$ cat config.mk
export PLATFORM = sky130hd
export DESIGN_NAME = pwm6_gen
export DESIGN_NICKNAME = d
export VERILOG_FILES = /design/src/rtl/pwm6_pkg.sv /design/src/rtl/pwm6_prescale.sv /design/src/rtl/pwm6_timebase.sv /design/src/rtl/pwm6_pair.sv /design/src/rtl/pwm6_gen.sv
export SDC_FILE = /design/constraint.sdc
export NUM_CORES = 1
export LEC_CHECK = 0
export BUFFER_PORTS_ARGS = -buffer_cell sky130_fd_sc_hd__buf_2
export CAP_MARGIN = 20
export CORE_MARGIN = 4
export CORE_UTILIZATION = 45
export CTS_CLUSTER_DIAMETER = 60
export DETAILED_ROUTE_END_ITERATION = 6
export GPL_TIMING_DRIVEN = 0
export PLACE_DENSITY = 0.64
export RECOVER_POWER = 100
export SKIP_CTS_REPAIR_TIMING = 1
export SLEW_MARGIN = 30
export SYNTH_ARGS = -nofsm -noshare
export SYNTH_HDL_FRONTEND = slang
export SYNTH_SLANG_ARGS = --single-unit
$ cat constraint.sdc
create_clock -name clk -period 6.7 [get_ports clk]
set_input_delay 0.67 -clock clk [delete_from_list [all_inputs] [get_ports clk]]
set_output_delay 0.67 -clock clk [all_outputs]
set_load 0.005 [all_outputs]
$ cat src/rtl/pwm6_pkg.sv
package pwm6_pkg;

  // direction of the period counter
  typedef enum logic {
    CNT_UP   = 1'b0,
    CNT_DOWN = 1'b1
  } cnt_dir_e;

  // per-period mode settings captured at the period start
  typedef struct packed {
    logic center;
    logic inden;
  } tb_mode_t;

endpackage

$ cat src/rtl/pwm6_prescale.sv
module pwm6_prescale #(
  parameter int PSC_W = 8
) (
  input  logic             clk,
  input  logic             rst_n,
  input  logic [PSC_W-1:0] div_i,
  output logic             tick_o
);

  logic [PSC_W-1:0] pcnt_q, pcnt_d;
  logic             last;

  always_comb begin
    last   = (div_i <= PSC_W'(1)) || (pcnt_q >= (div_i - PSC_W'(1)));
    tick_o = last;
    pcnt_d = last ? '0 : pcnt_q + PSC_W'(1);
  end

  always_ff @(posedge clk or negedge rst_n) begin
    if (!rst_n) begin
      pcnt_q <= '0;
    end else begin
      pcnt_q <= pcnt_d;
    end
  end

endmodule

$ cat src/rtl/pwm6_timebase.sv
module pwm6_timebase
  import pwm6_pkg::*;
#(
  parameter int CNT_W = 12
) (
  input  logic             clk,
  input  logic             rst_n,
  input  logic             tick_i,
  input  logic [CNT_W-1:0] reload_i,
  input  logic             center_i,
  input  logic             inden_i,
  output logic [CNT_W-1:0] count_q,
  output logic [CNT_W-1:0] count_d,
  output logic [CNT_W-1:0] reload_q,
  output logic             load_o,
  output logic             inden_q,
  output logic             inden_eff_o,
  output logic             prd_o
);

  cnt_dir_e         dir_q, dir_d, dir_nx;
  tb_mode_t         mode_q, mode_d;
  logic [CNT_W-1:0] count_nx;
  logic [CNT_W-1:0] reload_d;
  logic             wrap;
  logic             prd_q, prd_d;

  // step rule for the next tick
  always_comb begin
    wrap     = 1'b0;
    count_nx = count_q + CNT_W'(1);
    dir_nx   = dir_q;
    if (!mode_q.center) begin
      if (({1'b0, count_q} + (CNT_W+1)'(1)) >= {1'b0, reload_q}) begin
        wrap     = 1'b1;
        count_nx = '0;
      end
    end else if (dir_q == CNT_UP) begin
      if (count_q >= reload_q) begin
        if (reload_q <= CNT_W'(1)) begin
          wrap     = 1'b1;
          count_nx = '0;
        end else begin
          count_nx = reload_q - CNT_W'(1);
          dir_nx   = CNT_DOWN;
        end
      end
    end else begin
      if (count_q <= CNT_W'(1)) begin
        wrap     = 1'b1;
        count_nx = '0;
        dir_nx   = CNT_UP;
      end else begin
        count_nx = count_q - CNT_W'(1);
      end
    end
  end

  // next state with the tick as clock enable
  always_comb begin
    load_o   = tick_i && wrap;
    count_d  = tick_i ? count_nx : count_q;
    dir_d    = tick_i ? (wrap ? CNT_UP : dir_nx) : dir_q;
    reload_d = load_o ? reload_i : reload_q;
    mode_d   = mode_q;
    if (load_o) begin
      mode_d.center = center_i;
      mode_d.inden  = inden_i;
    end
    prd_d       = load_o;
    inden_eff_o = mode_d.inden;
  end

  always_ff @(posedge clk or negedge rst_n) begin
    if (!rst_n) begin
      count_q  <= '0;
      dir_q    <= CNT_UP;
      reload_q <= '0;
      mode_q   <= '0;
      prd_q    <= 1'b0;
    end else begin
      count_q  <= count_d;
      dir_q    <= dir_d;
      reload_q <= reload_d;
      mode_q   <= mode_d;
      prd_q    <= prd_d;
    end
  end

  assign inden_q = mode_q.inden;
  assign prd_o   = prd_q;

endmodule

$ cat src/rtl/pwm6_pair.sv
module pwm6_pair #(
  parameter int CNT_W  = 12,
  parameter int DUTY_W = 16,
  parameter int DB_W   = 8
) (
  input  logic              clk,
  input  logic              rst_n,
  input  logic              tick_i,
  input  logic              ld_i,
  input  logic [CNT_W-1:0]  count_i,
  input  logic [DUTY_W-1:0] duty_h_i,
  input  logic [DUTY_W-1:0] duty_l_i,
  input  logic              pol_i,
  input  logic              inden_i,
  input  logic [DB_W-1:0]   dband_i,
  output logic              hi_o,
  output logic              lo_o
);

  localparam int MAG_W = DUTY_W - 1;

  logic [DUTY_W-1:0] duty_h_q, duty_l_q, duty_h_eff, duty_l_eff;
  logic              pol_q, pol_eff;
  logic              raw_h, raw_l, want;
  logic              tgt_q, tgt_d;
  logic [DB_W-1:0]   db_q, db_d;
  logic              cmp_hi, cmp_lo;
  logic              hi_q, hi_d, lo_q, lo_d;

  // signed duty against unsigned count: negative never wins
  function automatic logic duty_on(input logic [DUTY_W-1:0] duty,
                                   input logic [CNT_W-1:0]  cnt);
    return !duty[DUTY_W-1] && (MAG_W'(cnt) < duty[MAG_W-1:0]);
  endfunction

  always_comb begin
    duty_h_eff = ld_i ? duty_h_i : duty_h_q;
    duty_l_eff = ld_i ? duty_l_i : duty_l_q;
    pol_eff    = ld_i ? pol_i    : pol_q;
    raw_h      = duty_on(duty_h_eff, count_i);
    raw_l      = duty_on(duty_l_eff, count_i);
    want       = raw_h ^ pol_eff;
  end

  // deadband sequencing, evaluated for the coming tick
  always_comb begin
    tgt_d  = tgt_q;
    db_d   = db_q;
    cmp_hi = 1'b0;
    cmp_lo = 1'b0;
    if (want != tgt_q) begin
      tgt_d = want;
      if (dband_i == '0) begin
        db_d   = '0;
        cmp_hi = want;
        cmp_lo = !want;
      end else begin
        db_d = dband_i;
      end
    end else if (db_q > DB_W'(1)) begin
      db_d = db_q - DB_W'(1);
    end else begin
      db_d   = '0;
      cmp_hi = tgt_q;
      cmp_lo = !tgt_q;
    end
    hi_d = inden_i ? raw_h : cmp_hi;
    lo_d = inden_i ? raw_l : cmp_lo;
  end

  always_ff @(posedge clk or negedge rst_n) begin
    if (!rst_n) begin
      duty_h_q <= '0;
      duty_l_q <= '0;
      pol_q    <= 1'b0;
      tgt_q    <= 1'b0;
      db_q     <= '0;
      hi_q     <= 1'b0;
      lo_q     <= 1'b0;
    end else begin
      if (ld_i) begin
        duty_h_q <= duty_h_i;
        duty_l_q <= duty_l_i;
        pol_q    <= pol_i;
      end
      if (tick_i) begin
        tgt_q <= tgt_d;
        db_q  <= db_d;
        hi_q  <= hi_d;
        lo_q  <= lo_d;
      end
    end
  end

  assign hi_o = hi_q;
  assign lo_o = lo_q;

endmodule

$ cat src/rtl/pwm6_gen.sv
module pwm6_gen #(
  parameter int CNT_W  = 12,
  parameter int DUTY_W = 16,
  parameter int PSC_W  = 8,
  parameter int DB_W   = 8,
  parameter int NPAIR  = 3,
  localparam int NCH   = 2 * NPAIR
) (
  input  logic                  clk,
  input  logic                  rst_n,
  input  logic [CNT_W-1:0]      reload_i,
  input  logic [PSC_W-1:0]      prescale_i,
  input  logic [NCH*DUTY_W-1:0] duty_i,
  input  logic                  center_i,
  input  logic                  inden_i,
  input  logic [NPAIR-1:0]      pol_i,
  input  logic [DB_W-1:0]       dband_i,
  output logic [NCH-1:0]        pwm_o,
  output logic                  prd_o
);

  logic             rst_meta_q, rst_sync_n;
  logic             tick;
  logic             load;
  logic             inden_q, inden_eff;
  logic [CNT_W-1:0] count_q, count_d, reload_q;
  logic [NPAIR-1:0] hi_w, lo_w;

  // reset: asserted at once, released on the clock
  always_ff @(posedge clk or negedge rst_n) begin
    if (!rst_n) begin
      rst_meta_q <= 1'b0;
      rst_sync_n <= 1'b0;
    end else begin
      rst_meta_q <= 1'b1;
      rst_sync_n <= rst_meta_q;
    end
  end

  pwm6_prescale #(.PSC_W(PSC_W)) u_psc (
    .clk    (clk),
    .rst_n  (rst_sync_n),
    .div_i  (prescale_i),
    .tick_o (tick)
  );

  pwm6_timebase #(.CNT_W(CNT_W)) u_tb (
    .clk         (clk),
    .rst_n       (rst_sync_n),
    .tick_i      (tick),
    .reload_i    (reload_i),
    .center_i    (center_i),
    .inden_i     (inden_i),
    .count_q     (count_q),
    .count_d     (count_d),
    .reload_q    (reload_q),
    .load_o      (load),
    .inden_q     (inden_q),
    .inden_eff_o (inden_eff),
    .prd_o       (prd_o)
  );

  for (genvar p = 0; p < NPAIR; p++) begin : g_pair
    pwm6_pair #(
      .CNT_W  (CNT_W),
      .DUTY_W (DUTY_W),
      .DB_W   (DB_W)
    ) u_pair (
      .clk      (clk),
      .rst_n    (rst_sync_n),
      .tick_i   (tick),
      .ld_i     (load),
      .count_i  (count_d),
      .duty_h_i (duty_i[(2*p)*DUTY_W +: DUTY_W]),
      .duty_l_i (duty_i[(2*p+1)*DUTY_W +: DUTY_W]),
      .pol_i    (pol_i[p]),
      .inden_i  (inden_eff),
      .dband_i  (dband_i),
      .hi_o     (hi_w[p]),
      .lo_o     (lo_w[p])
    );
    assign pwm_o[2*p]   = hi_w[p];
    assign pwm_o[2*p+1] = lo_w[p];
  end

endmodule

Word level (Yosys, flattened, before mapping)
Index checks and enable logic that the tools add are counted.

$add $sub $neg: 9. $mul: 0. Divide/modulo/power cells: 0. Magnitude comparators: 15. Equality and inequality tests: 3. Shift operators: 0. Multiplexer cells: 61. Bitwise operators: 3. Reductions and logical operators: 26.

Operators with widths (count): 16-bit 2-to-1 mux (6); 12-bit by 15-bit < comparator with 1-bit output (6); 12-bit 2-to-1 mux (7); 8-bit 2-to-1 mux (8); 1-bit 2-to-1 mux (40); 8-bit by 1-bit subtractor with 8-bit output (second input constant) (4); 8-bit by 1-bit greater-than comparator with 1-bit output (second input constant) (3); 12-bit by 1-bit <= comparator with 1-bit output (second input constant) (2); 12-bit by 1-bit subtractor with 12-bit output (second input constant) (2); 12-bit by 1-bit adder with 13-bit output (second input constant) (1); 13-bit by 12-bit >= comparator with 1-bit output (1); 12-bit by 1-bit adder with 12-bit output (second input constant) (1); 12-bit >= comparator (1); 1-bit logical NOT (12); 8-bit by 1-bit adder with 8-bit output (second input constant) (1); 8-bit >= comparator (1); 8-bit by 1-bit <= comparator with 1-bit output (second input constant) (1); 8-bit logical NOT (1); 2-bit AND reduction (4); 1-bit logical AND (7); 1-bit inequality test (3); 1-bit XOR (3); 2-bit nonzero test (1); 1-bit logical OR (1).

Register bits: 170. Latch bits: 0. RAM bits: 0. ROM bits: 0. Output and inout bits: 7. Word-level logic and storage cells: 147. Memories kept: 0.

Longest topological paths before layout
Gate-level depths: netlist of the first run.

Depth after elaboration: 14. Gate-level depth with buffers: 32. Mapped depth without buffers: 27.

Cells and area by module
A second synthesis of the first run with hierarchy kept.

Cells, all modules: 1080. Area total of the unflattened synthesis: 10913.0 µm².

By module, submodules not included: pwm6_pair at g_pair[0].u_pair ... (times used 2, cells an instance 241, area each 2551.2 µm², seq. area each 1101.1 µm²); pwm6_pair at g_pair[1].u_pair (times used 1, cells an instance 243, area each 2575.0 µm², seq. area each 1101.1 µm²); pwm6_timebase (times used 1, cells an instance 283, area each 2532.4 µm², seq. area each 700.7 µm²); pwm6_prescale (times used 1, cells an instance 69, area each 649.4 µm², seq. area each 200.2 µm²); pwm6_gen (times used 1, cells an instance 3, area each 53.8 µm², seq. area each 50.0 µm²).

Worst setup path after synthesis of the first run
OpenSTA, ideal clock, no wires.

Path kind: input -> register. From: in prescale_i[5]. To: reg g_pair[1].u_pair.db_q[3]. Library setup time: 0.124 ns. Arrival: 6.515 ns. Slack: 0.061 ns. Cell stages on the path: 28. Buffers on the path: 6. Cells stage by stage: or4_1 > nor4_1 > xnor2_1 > ha_1 > nand2_1 > nor2_1 > a2111oi_0 > o31ai_2 > nand4_4 > buf_6 > buf_6 > clkbuf_1 > clkbuf_1 > buf_2 > mux2i_1 > ha_1 > a21o_1 > a21o_1 > a21o_1 > a21o_1 > a21oi_1 > mux2i_1 > a31oi_2 > o31ai_4 > xnor2_2 > buf_4 > nor3_1 > a211o_1.

Longest elaborated chain between the ends: 10.

Ends and longest elaborated chain: start: declaration (RTL line pwm6_gen.sv:12) `input logic [PSC_W-1:0] prescale_i,`; 8-bit by 1-bit subtractor with 8-bit output (RTL line pwm6_prescale.sv:14) `last = (div_i <= PSC_W'(1)) || (pcnt_q >= (div_i - PSC_W'(1)));`; 8-bit >= comparator (RTL line pwm6_prescale.sv:14); 1-bit logical OR * (RTL line pwm6_prescale.sv:14); 1-bit logical AND (RTL line pwm6_timebase.sv:61) `load_o = tick_i && wrap;`; 16-bit 2-to-1 mux; 12-bit by 15-bit < comparator with 1-bit output / 1-bit logical NOT (equally long branches) (RTL line pwm6_pair.sv:33) `return !duty[DUTY_W-1] && (MAG_W'(cnt) < duty[MAG_W-1:0]);`; 1-bit logical AND (RTL line pwm6_pair.sv:33); 1-bit XOR (RTL line pwm6_pair.sv:42) `want = raw_h ^ pol_eff;`; 1-bit inequality test (RTL line pwm6_pair.sv:51) `if (want != tgt_q) begin`; 8-bit 2-to-1 mux (RTL line pwm6_pair.sv:51); end signal: assignment (RTL line pwm6_pair.sv:77) `db_q <= '0;`; end signal: assignment (RTL line pwm6_pair.sv:88) `db_q <= db_d;`; end: declaration (RTL line pwm6_pair.sv:26) `logic [DB_W-1:0] db_q, db_d;`.

Mark *: on every way between the ends. The rest lies on a longest branch, timed or not. A chain may end at the register's enable or synchronous reset.

Worst setup path after layout of the first run
From: reg u_tb.count_q[1]. To: reg g_pair[0].u_pair.db_q[3].

Longest elaborated chain between the ends: 11.

Ends and longest elaborated chain: start: declaration (RTL line pwm6_timebase.sv:12) `output logic [CNT_W-1:0] count_q,`; start signal: assignment (RTL line pwm6_timebase.sv:82) `count_q <= count_d;`; 12-bit by 1-bit adder with 13-bit output, or another cell as far along (RTL line pwm6_timebase.sv:34) `if (({1'b0, count_q} + (CNT_W+1)'(1)) >= {1'b0, reload_q}) begin`; 13-bit by 12-bit >= comparator with 1-bit output, or another cell as far along (RTL line pwm6_timebase.sv:34); 1-bit 2-to-1 mux (on tied branches) (RTL line pwm6_timebase.sv:34, pwm6_timebase.sv:38); 1-bit 2-to-1 mux (RTL line pwm6_timebase.sv:33) `if (!mode_q.center) begin`; 1-bit logical AND (RTL line pwm6_timebase.sv:61); 16-bit 2-to-1 mux; 12-bit by 15-bit < comparator with 1-bit output / 1-bit logical NOT (equally long branches) (RTL line pwm6_pair.sv:33); 1-bit logical AND (RTL line pwm6_pair.sv:33); 1-bit XOR * (RTL line pwm6_pair.sv:42); 1-bit inequality test * (RTL line pwm6_pair.sv:51); 8-bit 2-to-1 mux * (RTL line pwm6_pair.sv:51); end signal: assignment (RTL line pwm6_pair.sv:77); end signal: assignment (RTL line pwm6_pair.sv:88); end: declaration (RTL line pwm6_pair.sv:26).

Marked as above.

==> results of run 1 <==
==> per-layer routing <==
layer / wire, µm / global-route usage, %
met1: 13500 / 30.9
met3: 1760 / 4.27
met5: 56 / 0
met2: 14300 / 37.3
met4: 830 / 8.58
==> cells in the mapped netlist, types with 5 or more instances <==
cell	instances	share of area, %
or4_1	8	0.55
o21ai_0	50	2.3
mux2i_1	81	7.4
and3_1	9	0.51
nand3b_1	5	0.34
o211ai_1	10	0.68
nor4_1	13	0.74
inv_1	110	3.8
buf_4	7	0.48
nand2b_1	11	0.63
clkbuf_1	28	0.96
or3_1	9	0.51
ha_1	112	13
xnor2_1	34	2.7
nand3_1	25	1.1
a21o_1	29	2.0
a211oi_1	8	0.55
a31oi_1	8	0.46
o22ai_1	15	0.85
buf_2	10	0.46
nand2_1	153	5.2
dfrtp_1	170	39
xor2_1	12	0.96
nor2_1	59	2.0
a22oi_1	5	0.34
o21a_1	5	0.34
or2_2	9	0.51
nand4_1	15	0.85
a211o_1	6	0.48
nor3_1	35	1.6
a21oi_1	45	2.0
and2_1	7	0.40
==> path summary, 6_finish.rpt <==
path,cells past startpoint,startpoint,to
setup reg to reg,29,u_tb.count_q[1],g_pair[0].u_pair.db_q[3]
setup / recovery,29,u_tb.count_q[1],g_pair[0].u_pair.db_q[3]
min in group asynchronous,0,rst_sync_n,g_pair[2].u_pair.pol_q
hold / removal,0,rst_meta_q,rst_sync_n
hold reg to reg,0,rst_meta_q,rst_sync_n
max in group asynchronous,3,rst_sync_n,u_tb.count_q[4]
==> state kept, by name, indices dropped and copies added (netlist names) <==
register and cells:
g_pair.u_pair.duty_h_q 48, g_pair.u_pair.duty_l_q 48, g_pair.u_pair.db_q 24, u_tb.count_q 12, u_tb.reload_q 12, u_psc.pcnt_q 8
g_pair.u_pair.hi_o 3, g_pair.u_pair.lo_o 3, g_pair.u_pair.pol_q 3, g_pair.u_pair.tgt_q 3, rst_meta_q 1, rst_sync_n 1
u_tb.dir_q 1, u_tb.inden_q 1, u_tb.mode_q 1, u_tb.prd_o 1
==> cell families (layout without fill, tap and decap cells) <==
family / Yosys count / count (layout)
compound gates: 223 / 223
other cells: 1 / 1
flops: 170 / 170
simple gates: 373 / 373
xor+xnor: 49 / 50
buf+inv: 161 / 341
fa+ha+maj: 112 / 112
mux: 87 / 87
==> worst max-delay path: cells and delay by family (launching register included) <==
family                     cells  cell delay (ns)
AOI/OAI and AO/OA             10             1.79
buffers and inverters          6             1.26
and+or+nand+nor                6             0.89
adders and majority gates      3             0.86
muxes                          2             0.49
xor gates and xnor gates       2             0.47
DFF                            1             0.44
==> power groups by stage <==
stage	Combinational, W	Sequential (W)	Clock [W]
3_3_place_gp	0.00312	0.00163	0
6_report	0.00342	0.00161	0.00101
5_1_grt	0.00386	0.00166	0.00108
2_1_floorplan	0.00244	0.00156	0
3_5_place_dp	0.00324	0.00163	0
4_1_cts	0.00326	0.00161	0.00103
==> through the flow <==
stage	TNS (ns)	total power (W)	cell area (µm²)	util [%]
floorplan	0	0.00401	11000	-
global placement	-130.45	0.00476	12100	50.9
detailed placement	-36.40	0.00487	12200	51.3
CTS	-33.12	0.00590	12800	53.9
global route	0	0.00659	12900	54.2
finish	0	0.00604	12900	54.2
==> cell type report <==
type                       count  area [µm²]  area share [%]
inverter                     111         417            3.23
buffer                        49         273            2.12
clock buffer                  18         439            3.41
multi-input combinational    846        6170            47.9
timing repair buffer         149         757            5.87
sequential                   170        4260            33.0
tap                          319         399            3.10
clock inverter                14         173            1.34
==> reports/qor.txt, run 1 <==
Share of layout cells above drive strength 1: 17.9%
Dominant synthesized flop cell: dfrtp_1
Routed WL: 30400 µm
Failing checks: capacitance limit, slew limit
Ys async rst share: 100%
Worst min-delay path category: flip-flop to flip-flop
#FFs+latches synth: 170
Gate power share: 56.6%
Max-slew violation count: 84
RSZ-0062 raised after global routing: false
Worst-skew pair later-pin latency: 0.45 ns
Critical Path Max Stage Delay: 0.44 ns
Initial antenna violation count: 4
Routability cong.: 0.907
Sequential fraction of the synthesis area: 38.7%
Clk sink count: 170
CP arrival: 6.70 ns
First-pass GRT wire length: 48100 µm
Row count: 56
Slew HR: -48.4%
Hold_ws: 0.363 ns
Reg-to-reg slack, setup: 0.32 ns
CP required: 7.02 ns
Main combinational cell family by area after synthesis: simple AND/OR/NAND/NOR gates
Startpoint types: flip-flop
Setup Viol. Count Final: 0
Syn nets: 1419
CTS Root Cell: clkbuf_16
Final worst setup slack: 0.323 ns
CTS max path bufs: 2
Die height: 164 µm
CP max FO: 19
Vias: 9154
Worst-path clk slew: 0.08 ns
Sw frac: 44.8%
Post-synth EDFFs: 0
Post-synthesis mux area share: 8.11%
Remaining global-route overflow: 0
Total number of yosys warnings: 0
Detail Route Antenna Nets: 0
DR vias/cell: 5.46
Outcome: complete, but fails checks
Core Box Area: 23800 µm²
Synthesized-area fraction occupied by adder cells: 12.7%
Die Wd: 164 µm
Vias in the first global route: 9187
Gate count after technology mapping: 1176
Power Internal: 0.00333 W
Post-Syn Area: 11000 µm²
Initial core utilization: 46.3%
Post-synthesis compound-gate area fraction: 14.0%
Commonest cells after routing, fill and taps aside: dfrtp_1 (168), nand2_1 (153), buf_2 (135)
H-tree depth: 4
Final Hold Fails: 0
Post-Place Setup Slack: -1.38 ns
Leak: 6.99 nW
# DRC: 0
TritonCTS clock tree: built
Peak Freq: 0.157 GHz
Clock period minus final worst setup slack: 6.38 ns
Worst Setup Path Type: flip-flop to flip-flop
Number of fill cells: 2175
Cell variety after synth: 75
Final Skew: 0.0211 ns
Syn avg cell area: 9.35 µm²
Fin crit share: 95.2%
Sequential power share: 26.7%
Die area: 27000 µm²
Num CTS Buffers: 17
Max VDD drop: 0.000205 V
Final HPWL DP: 23500 µm
DR iter-0 viols: 551
Synthesis-to-finish area growth: 17.1%
I/O Pins: 138
Slowest library cell on the worst path: dfrtp_2
Port Buffers: 137
First-pass iteration count of the detailed router: 5
Critical Path End Type: flip-flop
XOR/XNOR share of the synthesized area: 4.11%
Final net count: 1587
Post-synthesis simple-gate area fraction: 16.4%
GR Util All Layers: 23.1%
Clock Power Share: 16.8%
Largest net degree at the start of global routing: 42
Maxcap violations: 2
Placed Cells: 1636
# diodes: 0
Pwr dens: 468 nW/µm²
Commonest non-fill, non-tap cell in the layout: dfrtp_1
Wire per inst: 18.2 µm
Finished Layout Cells: 1676
Worst Max-Slew Pin Slew: 2.23 ns
Sw Pwr: 0.00271 W
(Power assumes the default switching activity.)
==> inputs of run 2 (changes only) <==
ABC_AREA = 1   (was unset)
CORE_ASPECT_RATIO = 2   (was unset)
==> run 2 against run 1 <==
The run still ends with capacitance limit, slew limit left. Critical endpoint is now g_pair[1].u_pair.db_q[0]. Power grew 26%. Area after synthesis grew 6.2%. Critical path depth grew 7. Largest power group unchanged. Global-route usage grew 0.95 points.
==> reports/qor.txt, run 2 <==
Die height: 236 µm
CP arrival: 6.61 ns
Pwr dens: 568 nW/µm²
Startpoint types: flip-flop
Initial core utilization: 45.5%
Worst r2r src: u_tb.count_q[0]
Largest regs: g_pair.u_pair.duty_h_q x48, g_pair.u_pair.duty_l_q x48, g_pair.u_pair.db_q x24
Main area contributors after synthesis: dfrtp_1 (36%), ha_1 (12%), nand2_1 (9.5%)
Hold_ws: 0.359 ns
Die area: 28800 µm²
Tot Pwr: 0.00762 W
Initial antenna violation count: 0
Final net count: 1898
R2R depth: 36
Worst min-delay path category: flip-flop to flip-flop
Post-synth EDFFs: 0
Slowest library cell on the worst path: dfrtp_1
Commonest cells in the netlist: nand2_1 (297), inv_1 (212), dfrtp_1 (170)
Fin crit share: 93.7%
Worst-path clk slew: 0.06 ns
Routed WL: 33700 µm
DR iter-0 viols: 469
Final Skew: 0.0123 ns
Most common cell in the netlist: nand2_1
Clk sink count: 170
Final worst setup slack: 0.422 ns
Commonest non-fill, non-tap cell in the layout: nand2_1
Dominant synthesized flop cell: dfrtp_1
H-tree depth: 4
Largest net degree at the start of global routing: 49
Final HPWL DP: 27100 µm
Detail Route Antenna Nets: 0
Hold Crit Endpoint: rst_sync_n
Vias: 10400
Max VDD drop: 0.000282 V
Syn avg cell area: 7.81 µm²
Num CTS Buffers: 17
Critical Path Max Stage Delay: 0.39 ns
Clock period minus final worst setup slack: 6.28 ns
Row count: 83
Worst Setup Path Type: flip-flop to flip-flop
Commonest cells after routing, fill and taps aside: nand2_1 (297), inv_1 (212), dfrtp_1 (170)
First-pass iteration count of the detailed router: 4
Core Box Area: 25700 µm²
Port Buffers: 137
Number of fill cells: 2531
Maxcap violations: 4
Ys async rst share: 100%
Worst Max-Slew Pin Slew: 2.60 ns
Failing checks: capacitance limit, slew limit
Hold Startpoint: rst_meta_q
Synthesis-to-finish area growth: 14.7%
Routability cong.: 0.926
CP max FO: 10
Vias in the first global route: 10800
Total number of yosys warnings: 0
CTS max path bufs: 2
Wire per inst: 16.8 µm
Final Hold Fails: 0
R2r endpoint: g_pair[1].u_pair.db_q[0]
Utilization after layout: 52.3%
Share of layout cells above drive strength 1: 18.8%
Finished Layout Cells: 2009
Gate count after technology mapping: 1495
Slew HR: -73.4%
TritonCTS clock tree: built
Remaining global-route overflow: 0
I/O Pins: 138
Worst-skew pair later-pin latency: 0.44 ns
Sequential fraction of the synthesis area: 36.4%
Leak: 6.92 nW
CTS Root Cell: clkbuf_16
Post-Syn Area: 11700 µm²
# DRC: 0
Outcome: complete, but fails checks
Max-slew violation count: 175
Crit. Startpoint: u_tb.count_q[0]
Cell variety after synth: 54
Critical Path End Type: flip-flop
CP required: 7.03 ns
#FFs+latches synth: 170
Peak Freq: 0.159 GHz
First-pass GRT wire length: 53800 µm
Placed Cells: 1975
Yosys top cell area share: 36.4%
Worst hold path depth: 0
DR vias/cell: 5.20
Cell taking the most area after synthesis: dfrtp_1
Setup Viol. Count Final: 0
Die Wd: 122 µm
Reg-to-reg slack, setup: 0.42 ns
Syn nets: 1738
RSZ-0062 raised after global routing: false
Post-Place Setup Slack: 0.318 ns
GR Util All Layers: 24.0%
-- run 2: changes by cell type after synthesis, moves of 14 or more --
cell,previous run,this run
nand2_1,153,297
nand3_1,25,128
inv_1,110,212
mux2i_1,81,0
o21ai_0,50,115
or2_2,9,72
a21o_1,29,1
nor2_1,59,87
xnor2_1,34,7
a21oi_1,45,59
-- run 2: through the flow --
step	TNS (ns)	area [µm²]
2_1_floorplan	0	11700
3_3_place_gp	-98.66	12800
3_5_place_dp	0	12900
4_1_cts	0	13500
5_1_grt	0	13400
6_report	0	13400
-- run 2: area by class of cell --
class | count | area (µm²) | share of cell area (%)
Antenna cell | 1 | 2.50 | 0.0187
Clock inverter | 10 | 166 | 1.24
Tap cell | 340 | 425 | 3.17
Buffer | 45 | 240 | 1.79
Timing Repair Buffer | 141 | 706 | 5.26
Inverter | 214 | 811 | 6.05
Multi-Input combinational cell | 1066 | 6340 | 47.3
Clock buffer | 22 | 454 | 3.39
Sequential cell | 170 | 4250 | 31.7
-- run 2: worst max-delay path by stage --
stage	endpoint	slack (ns)	depth (start not counted)
global placement	g_pair[1].u_pair.db_q[2]	-0.62	0
detailed placement	g_pair[2].u_pair.db_q[2]	0.32	36
floorplan	g_pair[0].u_pair.db_q[0]	1.61	0
finish	g_pair[1].u_pair.db_q[0]	0.42	36
global route	g_pair[1].u_pair.db_q[5]	0.009	36
CTS	g_pair[1].u_pair.db_q[2]	0.26	36
-- run 2: routing by layer --
| layer | wire length [µm] | part of all wire, % | global-route usage (%) |
|---|---|---|---|
| met5 | 0 | 0 | 0 |
| met4 | 1780 | 5.3 | 13.0 |
| met3 | 1160 | 3.4 | 3.41 |
| met2 | 18800 | 56 | 45.8 |
| met1 | 12000 | 35 | 24.3 |
-- run 2: cell families (layout without fill, tap and decap cells) --
family | Yosys count | in the layout | synth area share (%)
flops | 170 | 170 | 36.4
other cells | 1 | 2 | 0.0321
fa+ha+maj | 112 | 112 | 12.0
xor+xnor | 32 | 32 | 2.40
compound gates | 228 | 228 | 10.9
buf+inv | 259 | 432 | 8.99
simple gates | 693 | 693 | 29.3
-- run 2: critical path, delay by kind of cell (launching register included) --
family	cells	cell delay [ns]
simple gates	23	3.05
fa+ha+maj	2	0.60
flops	1	0.39
compound gates	4	0.89
buf+inv	7	1.21
-- run 2: power breakdown --
group	switching (W)	leakage, nW	internal, W
logic	0.00302	4.63	0.00172
registers	0.000289	2.00	0.00152
clock network	0.000429	0.295	0.000636
total	0.00374	6.92	0.00388
